## src/rtl/arg_pkg.sv

```systemverilog
package arg_pkg;

    // Window attribute word; the first member is the most significant bit.
    typedef struct packed {
        logic sec_space;  // bit 5
        logic ns_wr;      // bit 4
        logic ns_rd;      // bit 3
        logic s_wr;       // bit 2
        logic s_rd;       // bit 1
        logic en;         // bit 0
    } region_attr_t;

    localparam int ATTR_W = $bits(region_attr_t);

    typedef enum logic [1:0] {
        CFG_BASE  = 2'd0,
        CFG_TOP   = 2'd1,
        CFG_ATTR  = 2'd2,
        CFG_CLEAR = 2'd3
    } cfg_sel_e;

    function automatic logic access_allowed(region_attr_t a, logic wr, logic sec);
        if (sec) return wr ? a.s_wr : a.s_rd;
        return !a.sec_space && (wr ? a.ns_wr : a.ns_rd);
    endfunction

endpackage

```

## src/rtl/arg_region_file.sv

```systemverilog
module arg_region_file
    import arg_pkg::*;
#(
    parameter int N      = 8,
    parameter int ADDR_W = 32,
    localparam int IDX_W = (N > 1) ? $clog2(N) : 1
) (
    input  logic                         clk,
    input  logic                         rst,
    input  logic                         cfg_we,
    input  logic [IDX_W-1:0]             cfg_idx,
    input  logic [1:0]                   cfg_sel,
    input  logic [ADDR_W-1:0]            cfg_wdata,
    output logic [N-1:0][ADDR_W-1:0]     base_q,
    output logic [N-1:0][ADDR_W-1:0]     top_q,
    output region_attr_t [N-1:0]         attr_q
);

    always_ff @(posedge clk) begin
        if (rst) begin
            base_q <= '0;
            top_q  <= '0;
            attr_q <= '0;
        end else if (cfg_we) begin
            for (int i = 0; i < N; i++) begin
                if (cfg_idx == IDX_W'(i)) begin
                    case (cfg_sel_e'(cfg_sel))
                        CFG_BASE: base_q[i] <= cfg_wdata;
                        CFG_TOP:  top_q[i]  <= cfg_wdata;
                        CFG_ATTR: attr_q[i] <= region_attr_t'(cfg_wdata[ATTR_W-1:0]);
                        default:  ;
                    endcase
                end
            end
        end
    end

endmodule

```

## src/rtl/arg_match.sv

```systemverilog
module arg_match
    import arg_pkg::*;
#(
    parameter int N      = 8,
    parameter int ADDR_W = 32
) (
    input  logic [ADDR_W-1:0]            addr,
    input  logic [N-1:0][ADDR_W-1:0]     base_q,
    input  logic [N-1:0][ADDR_W-1:0]     top_q,
    input  region_attr_t [N-1:0]         attr_q,
    output logic                         hit,
    output region_attr_t                 win_attr
);

    logic [N-1:0] in_win;

    always_comb begin
        for (int i = 0; i < N; i++) begin
            in_win[i] = attr_q[i].en && (addr >= base_q[i]) && (addr <= top_q[i]);
        end
    end

    // Walk upward so the highest-numbered window that matches decides.
    always_comb begin
        hit      = 1'b0;
        win_attr = '0;
        for (int i = 0; i < N; i++) begin
            if (in_win[i]) begin
                hit      = 1'b1;
                win_attr = attr_q[i];
            end
        end
    end

endmodule

```

## src/rtl/arg_fault_log.sv

```systemverilog
module arg_fault_log #(
    parameter int ADDR_W = 32
) (
    input  logic              clk,
    input  logic              rst,
    input  logic              deny,
    input  logic              clear,
    input  logic [ADDR_W-1:0] addr,
    input  logic              wr,
    input  logic              sec,
    output logic              valid,
    output logic [ADDR_W-1:0] addr_q,
    output logic              wr_q,
    output logic              sec_q
);

    always_ff @(posedge clk) begin
        if (rst) begin
            valid  <= 1'b0;
            addr_q <= '0;
            wr_q   <= 1'b0;
            sec_q  <= 1'b0;
        end else if (deny && (!valid || clear)) begin
            valid  <= 1'b1;
            addr_q <= addr;
            wr_q   <= wr;
            sec_q  <= sec;
        end else if (clear) begin
            valid  <= 1'b0;
        end
    end

    a_r9_record_sticky: assert property (@(posedge clk) disable iff (rst)
        (valid && !clear) |=> (valid && $stable(addr_q) && $stable(wr_q) && $stable(sec_q)));

    a_r10_clear_drops: assert property (@(posedge clk) disable iff (rst)
        (clear && !deny) |=> !valid);

    a_r9_deny_raises: assert property (@(posedge clk) disable iff (rst)
        deny |=> valid);

endmodule

```

## src/rtl/addr_region_guard.sv

```systemverilog
module addr_region_guard
    import arg_pkg::*;
#(
    parameter int N      = 8,
    parameter int ADDR_W = 32,
    localparam int IDX_W = (N > 1) ? $clog2(N) : 1
) (
    input  logic              clk,
    input  logic              rst,
    input  logic              cfg_we,
    input  logic [IDX_W-1:0]  cfg_idx,
    input  logic [1:0]        cfg_sel,
    input  logic [ADDR_W-1:0] cfg_wdata,
    input  logic              req_valid,
    output logic              req_ready,
    input  logic [ADDR_W-1:0] req_addr,
    input  logic              req_write,
    input  logic              req_secure,
    output logic              resp_valid,
    input  logic              resp_ready,
    output logic              resp_ok,
    output logic              resp_err,
    output logic              fault_irq,
    output logic [ADDR_W-1:0] fault_addr,
    output logic              fault_write,
    output logic              fault_secure
);

    logic [N-1:0][ADDR_W-1:0] base_q;
    logic [N-1:0][ADDR_W-1:0] top_q;
    region_attr_t [N-1:0]     attr_q;
    region_attr_t             win_attr;
    logic                     hit;
    logic                     allow;
    logic                     accept;
    logic                     clear;

    arg_region_file #(.N(N), .ADDR_W(ADDR_W)) i_regions (
        .clk       (clk),
        .rst       (rst),
        .cfg_we    (cfg_we),
        .cfg_idx   (cfg_idx),
        .cfg_sel   (cfg_sel),
        .cfg_wdata (cfg_wdata),
        .base_q    (base_q),
        .top_q     (top_q),
        .attr_q    (attr_q)
    );

    arg_match #(.N(N), .ADDR_W(ADDR_W)) i_match (
        .addr     (req_addr),
        .base_q   (base_q),
        .top_q    (top_q),
        .attr_q   (attr_q),
        .hit      (hit),
        .win_attr (win_attr)
    );

    assign req_ready = !resp_valid || resp_ready;
    assign accept    = req_valid && req_ready;
    assign allow     = hit && access_allowed(win_attr, req_write, req_secure);
    assign clear     = cfg_we && (cfg_sel == CFG_CLEAR);

    always_ff @(posedge clk) begin
        if (rst) begin
            resp_valid <= 1'b0;
            resp_ok    <= 1'b0;
            resp_err   <= 1'b0;
        end else if (accept) begin
            resp_valid <= 1'b1;
            resp_ok    <= allow;
            resp_err   <= !allow;
        end else if (resp_ready) begin
            resp_valid <= 1'b0;
        end
    end

    arg_fault_log #(.ADDR_W(ADDR_W)) i_fault (
        .clk    (clk),
        .rst    (rst),
        .deny   (accept && !allow),
        .clear  (clear),
        .addr   (req_addr),
        .wr     (req_write),
        .sec    (req_secure),
        .valid  (fault_irq),
        .addr_q (fault_addr),
        .wr_q   (fault_write),
        .sec_q  (fault_secure)
    );

    a_r7_one_outcome: assert property (@(posedge clk) disable iff (rst)
        resp_valid |-> (resp_ok ^ resp_err));

    a_r8_hold_stalled: assert property (@(posedge clk) disable iff (rst)
        (resp_valid && !resp_ready) |=> (resp_valid && $stable(resp_ok) && $stable(resp_err)));

    a_r4_miss_refused: assert property (@(posedge clk) disable iff (rst)
        (accept && !hit) |=> (resp_valid && resp_err));

    a_r7_accept_responds: assert property (@(posedge clk) disable iff (rst)
        accept |=> resp_valid);

endmodule

```

## config.mk

```make
export PLATFORM = sky130hd
export DESIGN_NAME = addr_region_guard
export DESIGN_NICKNAME = d
export VERILOG_FILES = /design/src/rtl/arg_pkg.sv /design/src/rtl/arg_region_file.sv /design/src/rtl/arg_match.sv /design/src/rtl/arg_fault_log.sv /design/src/rtl/addr_region_guard.sv
export SDC_FILE = /design/constraint.sdc
export NUM_CORES = 2
export LEC_CHECK = 0
export BUFFER_PORTS_ARGS = -buffer_cell sky130_fd_sc_hd__buf_2
export CAP_MARGIN = 20
export CORE_ASPECT_RATIO = 1.2
export CORE_MARGIN = 4
export CORE_UTILIZATION = 55
export CTS_BUF_LIST = sky130_fd_sc_hd__clkbuf_4 sky130_fd_sc_hd__clkbuf_8
export CTS_CLUSTER_DIAMETER = 100
export DETAILED_ROUTE_END_ITERATION = 10
export PLACE_DENSITY = 0.72
export SLEW_MARGIN = 20
export SYNTH_ARGS = -nofsm -noshare
export SYNTH_HDL_FRONTEND = slang
export SYNTH_SLANG_ARGS = --single-unit
```

## constraint.sdc

```tcl
create_clock -name clk -period 11.9 [get_ports clk]
set_input_delay 2.38 -clock clk [delete_from_list [all_inputs] [get_ports clk]]
set_output_delay 2.38 -clock clk [all_outputs]
set_load 0.02 [all_outputs]
```

Yosys cells after proc, flatten, opt, wreduce, memory -nomap -nowiden
Index checks and enable logic that the tools add are counted.
Word-level totals
  register bits after elaboration: 598
  output and inout bits: 39
Operators by class
  magnitude comparators: 16
  equality and inequality tests: 10
  muxes and demuxes: 25
  reductions and logical operators: 56
Operators with widths (number)
  >= comparator 32 bit: 8
  less-or-equal comparator 32 bit: 8
  AND reduction 3 bit: 24
  two-way mux 6 bit: 8
  logical AND 1 bit: 22
  two-way mux 1 bit: 17
  == test 3 bit (second input constant): 4
  == test 3 x 2 -> 1 bit (second input constant): 2
  == test 2 bit (second input constant): 2
  logical NOT 1 bit: 4
  nonzero test 2 bit: 2
  == test 3 x 1 -> 1 bit (second input constant): 1
  logical NOT 3 bit: 1
  == test 2 x 1 -> 1 bit (second input constant): 1
  logical NOT 2 bit: 1
  logical OR 1 bit: 2

Longest topological paths before layout
  word-level depth: 19
  depth in mapped cells: 17

Hierarchy
Synthesis repeated with hierarchy kept, for this count alone.
Second synthesis, totals
  cells, all modules: 3936
  area total of the unflattened synthesis: 36485.0 um^2
Modules (own cells, without submodules)
  arg_region_file: instances 1, cells an instance 1935, area an instance 21561.9 um^2, seq. area each 11210.8 um^2
  arg_match: instances 1, cells an instance 1829, area an instance 13151.4 um^2, seq. area each 0.0 um^2
  arg_fault_log: instances 1, cells an instance 152, area an instance 1596.5 um^2, seq. area each 700.7 um^2
  addr_region_guard: instances 1, cells an instance 20, area an instance 175.2 um^2, seq. area each 60.1 um^2

Worst setup path before layout
Ideal clock, no wire load.
  path kind: input -> register
  from: in req_addr[0]
  to: reg i_fault.addr_q[10]
  data arrival time: 5572 ps
  data required time: 11782 ps
  slack: 6210 ps
  stages: 16
  cell sequence: inv_1 -> ha_1 -> nand2b_1 -> a2111oi_0 -> o211ai_1 -> a21oi_1 -> o21ai_1 -> a211oi_2 -> a221oi_1 -> o31ai_1 -> a211oi_1 -> a2111o_1 -> o211a_1 -> buf_6 -> buf_12 -> mux2i_1
Between the ends
  word-level cells in the longest chain between the ends: 18
  elaborated cells between the ends (all ways): 58
  those cells by class: order compare (16); mux (20); reduce/logical (22)
RTL lines
  start, declared: RTL line addr_region_guard.sv:16  | input logic [ADDR_W-1:0] req_addr,
  >= comparator 32 bit: RTL line arg_match.sv:19  | in_win[i] = attr_q[i].en && (addr >= base_q[i]) && (addr <= top_q[i]);
  logical AND 1 bit (2 in a row): RTL line arg_match.sv:19
  two-way mux 6 bit (8 in a row): RTL line arg_match.sv:28  | if (in_win[i]) begin
  two-way mux 1 bit, or another cell as far along: RTL line arg_pkg.sv:23  | if (sec) return wr ? a.s_wr : a.s_rd;
  two-way mux 1 bit or logical AND 1 bit (tied branches): RTL line arg_pkg.sv:23, arg_pkg.sv:24
  two-way mux 1 bit: RTL line arg_pkg.sv:24  | return !a.sec_space && (wr ? a.ns_wr : a.ns_rd);
  logical AND 1 bit (*): RTL line addr_region_guard.sv:61  | assign allow = hit && access_allowed(win_attr, req_write, req_secure);
  logical NOT 1 bit (*): RTL line addr_region_guard.sv:81  | .deny (accept && !allow),
  logical AND 1 bit (*): RTL line addr_region_guard.sv:81
  logical AND 1 bit (*): RTL line arg_fault_log.sv:23  | end else if (deny && (!valid || clear)) begin
  end signal, assigned: RTL line arg_fault_log.sv:25  | addr_q <= addr;
  end, declared: RTL line arg_fault_log.sv:12  | output logic [ADDR_W-1:0] addr_q,
Mark *: on every way between the ends. The rest lies on a longest branch, timed or not. The select of a mux whose other input is x is not followed.
A chain may end at the register's enable or synchronous reset.

Final worst setup path
  from: in req_addr[2]
  to: reg i_fault.addr_q[24]
Same word-level chain as after synthesis.

==> impl_metrics.yaml <==
status:
  run_status: "complete, no violations"
floorplanning:
  placementRows: 100
  dieArea_um2: 66700
  dieHeight_um: 282
  ioPinCount: 115
  coreArea_um2: 62100
  initial_core_util: 0.555
  die_w_um: 236
placed_design:
  dpl.hpwl_um: 67400
  gp_congestion: 0.927
  io_buffers: 114
clock_tree:
  cts_buffers: 99
  cts_sinks: 598
  ctsHoldBuffers: 0
  clk_path_buf_depth: 3
  post_cts_buffers: 0
  clock-root-buffer: "clkbuf_8"
  insertion_delay_ns: 0.71
  path_clk_slew_ns: 0.06
  tritoncts: "done"
  cts_resized: 0
  htreeDepth: 3
logic_synthesis:
  synth_top_area_frac: 0.348
  synth_area_leaders: "dfxtp_1, ha_1, nand2_1"
  syn_nets: 5125
  synthesis.area_um2: 34400
  synth_ff_type: "dfxtp_1"
  synthCells: 4537
  synth_edf_count: 0
  ys_seq_area_frac: 0.348
  ys_types: 80
  yosys_warnings: 0
  avgSynthCellArea_um2: 7.59
  async_reset_ff_frac: 0
  synth_top_cell_by_area: "dfxtp_1"
  ys_seq_elements: 598
setup_path:
  path_max_fanout: 34
  start_kind: "input pin"
  crit_type: "in -> reg"
  worstPathRequired_ns: 12.52
  arrival_ns: 7.25
  crit_path_end_kind: "register"
timing:
  post-route-period-util: 0.557
  worst_clock_skew_ns: 0.0290
  slew_violations: 0
  finalSetupTns_ns: 0
  maxSlewHeadroom: 0.255
  rsz0062_at_grt: "false"
  setup_viol: 0
  hold_viol: 0
  period_minus_slack_ns: 6.63
  worst_pin_slew_ns: 1.09
  max_freq_mhz: 151
route:
  vias: 31120
  wire_per_inst_um: 19.9
  drc: 0
  drt_iter0_markers: 2402
  viasPerCell: 5.72
  drt_wl_total_um: 108000
  antenna_left: 0
  dr.pass1.iters: 7
worst_hold_path:
  hold_path.class: "reg -> reg"
pwr:
  combPwrFrac: 0.113
  power_switching_mw: 1.23
  pwr-share-seq: 0.454
  max-vdd-ir-drop_v: 0.0000757
  leakagePower_nw: 13.6
  pwr-share-clk: 0.433
  p_int_mw: 3.26
  fin_total_pwr_mw: 4.49
  power.density_nw_per_um2: 119
  swShare: 0.273
global_routing:
  grt_use_total: 0.313
  grt_start_max_net_pins: 114
  grt_first_pass_wirelength_um: 164000
  grt_pass1_vias: 28904
  gr-total-overflow: 0
  grt_antenna_before_repair: 5
cells_and_area:
  area_growth_pct: 9.00
  utilization: 0.605
  num-nets-final: 5133
  final_layout_size_suffix_gt1_frac: 0.0808
job:
  maxCapViolCount: 0
## registers in the layout, indices dropped and copies added, names as in the netlist
register and count:
i_fault.addr_q 32, i_fault.sec_q 1, i_fault.valid 1, i_fault.wr_q 1, i_regions.attr_q 48, i_regions.base_q 256, i_regions.top_q 256, resp_err 1
resp_ok 1, resp_valid 1
## worst max-delay path, cell delays in order
cell,delay (ns)
buf_2,0.53
ha_1,0.28
nand2_1,0.06
o21ai_0,0.16
a21oi_1,0.13
o31ai_1,0.66
o21ai_0,0.21
a32oi_1,0.85
a211oi_1,0.18
a222oi_1,0.39
o21ai_0,0.14
a21oi_1,0.25
o211a_2,0.20
buf_4,0.51
mux2i_1,0.28
## power groups by stage
stage | sequential (mW) | combinational, mW | clock (mW)
after global routing | 2.04 | 0.555 | 2.05
after CTS | 2.04 | 0.499 | 1.96
after floorplan | 2.09 | 0.291 | 0
final | 2.04 | 0.508 | 1.94
after detailed placement | 2.08 | 0.497 | 0
after global placement | 2.08 | 0.487 | 0
## layout by cell type (no fill, tap or decap), types with 5 or more instances in the layout
| cell | synthesis | routed |
|---|---|---|
| a2111oi_0 | 9 | 9 |
| a211o_1 | 8 | 8 |
| a211oi_1 | 23 | 23 |
| a21o_1 | 57 | 57 |
| a21oi_1 | 687 | 687 |
| a221o_1 | 7 | 7 |
| a221oi_1 | 15 | 15 |
| a31oi_1 | 9 | 9 |
| and2_1 | 5 | 6 |
| and3_1 | 5 | 5 |
| and4_1 | 10 | 10 |
| buf_2 | 0 | 113 |
| buf_4 | 1 | 41 |
| clkbuf_4 | 0 | 35 |
| clkbuf_8 | 0 | 126 |
| clkinv_2 | 0 | 5 |
| dfxtp_1 | 598 | 598 |
| ha_1 | 512 | 512 |
| inv_1 | 517 | 517 |
| mux2i_1 | 79 | 79 |
| nand2_1 | 1166 | 1162 |
| nand2b_1 | 83 | 83 |
| nand3_1 | 54 | 54 |
| nand4_1 | 72 | 72 |
| nor2_1 | 123 | 109 |
| nor2_2 | 1 | 10 |
| nor2_4 | 0 | 5 |
| nor2b_1 | 21 | 21 |
| nor3_1 | 23 | 23 |
| nor3b_1 | 5 | 5 |
| nor4_1 | 13 | 13 |
| o211ai_1 | 13 | 13 |
| o21a_1 | 8 | 8 |
| o21ai_0 | 81 | 81 |
| o31ai_1 | 7 | 7 |
| or2_2 | 7 | 7 |
## through the flow
step / setup slack, ns / hold WS (ns) / cell area (µm²) / instances
after global routing: 5.23 / 0.468 / 37500 / 5434
after detailed placement: 4.75 / 0.446 / 35400 / 5260
after CTS: 5.46 / 0.454 / 37500 / 5433
after floorplan: 6.21 / 0.436 / 34400 / 4537
final: 5.27 / 0.453 / 37500 / 5437
after global placement: 4.77 / 0.442 / 35400 / 5260
## synthesized netlist by cell type (5+ instances only)
| cell | instances |
|---|---|
| nand2_1 | 1166 |
| a21oi_1 | 687 |
| dfxtp_1 | 598 |
| inv_1 | 517 |
| ha_1 | 512 |
| clkbuf_1 | 243 |
| nor2_1 | 123 |
| nand2b_1 | 83 |
| o21ai_0 | 81 |
| mux2i_1 | 79 |
| nand4_1 | 72 |
| a21o_1 | 57 |
| nand3_1 | 54 |
| a211oi_1 | 23 |
| nor3_1 | 23 |
| nor2b_1 | 21 |
| a221oi_1 | 15 |
| nor4_1 | 13 |
| o211ai_1 | 13 |
| and4_1 | 10 |
| a2111oi_0 | 9 |
| a31oi_1 | 9 |
| a211o_1 | 8 |
| o21a_1 | 8 |
| a221o_1 | 7 |
| o31ai_1 | 7 |
| or2_2 | 7 |
| and2_1 | 5 |
| and3_1 | 5 |
| nor3b_1 | 5 |
## area by class of cell
type / instances / area, µm²
diodes: 4 / 10.0
clock buffers: 161 / 2000
clock inverters: 12 / 103
fillers: 5710 / 24500
inverters: 517 / 1940
multi-input cells: 3174 / 19600
flip-flops and latches: 598 / 12000
well taps: 816 / 1020
repair buffers: 155 / 888
## final timing paths
| kind | from | end | slack [ns] | cells past startpoint |
|---|---|---|---|---|
| max | req_addr[2] | i_fault.addr_q[24] | 5.27 | 15 |
| min | i_regions.base_q[79] | i_regions.base_q[79] | 0.45 | 2 |
| max reg2reg | i_regions.base_q[71] | i_fault.addr_q[24] | 7.10 | 15 |
| min reg2reg | i_regions.base_q[79] | i_regions.base_q[79] | 0.45 | 2 |
## layer usage
metal  global-route usage  vias up  wire [µm]
met3               0.0401      286       7730
met2                0.534     1121      50800
li1                     -    15060          -
met1                0.392    14649      44100
met4                0.157        4       5550
met5                    0        -         23
## kinds of logic after synthesis
kind of cell	after synthesis	synth area share
AO/OA/AOI/OAI	973	0.160
AND/OR/NAND/NOR	1609	0.199
flip-flops	598	0.348
adder cells (fa/ha/maj)	512	0.186
buffers and inverters	765	0.0851
multiplexers	80	0.0233
No activity file was read; power rests on OpenSTA's default activity.
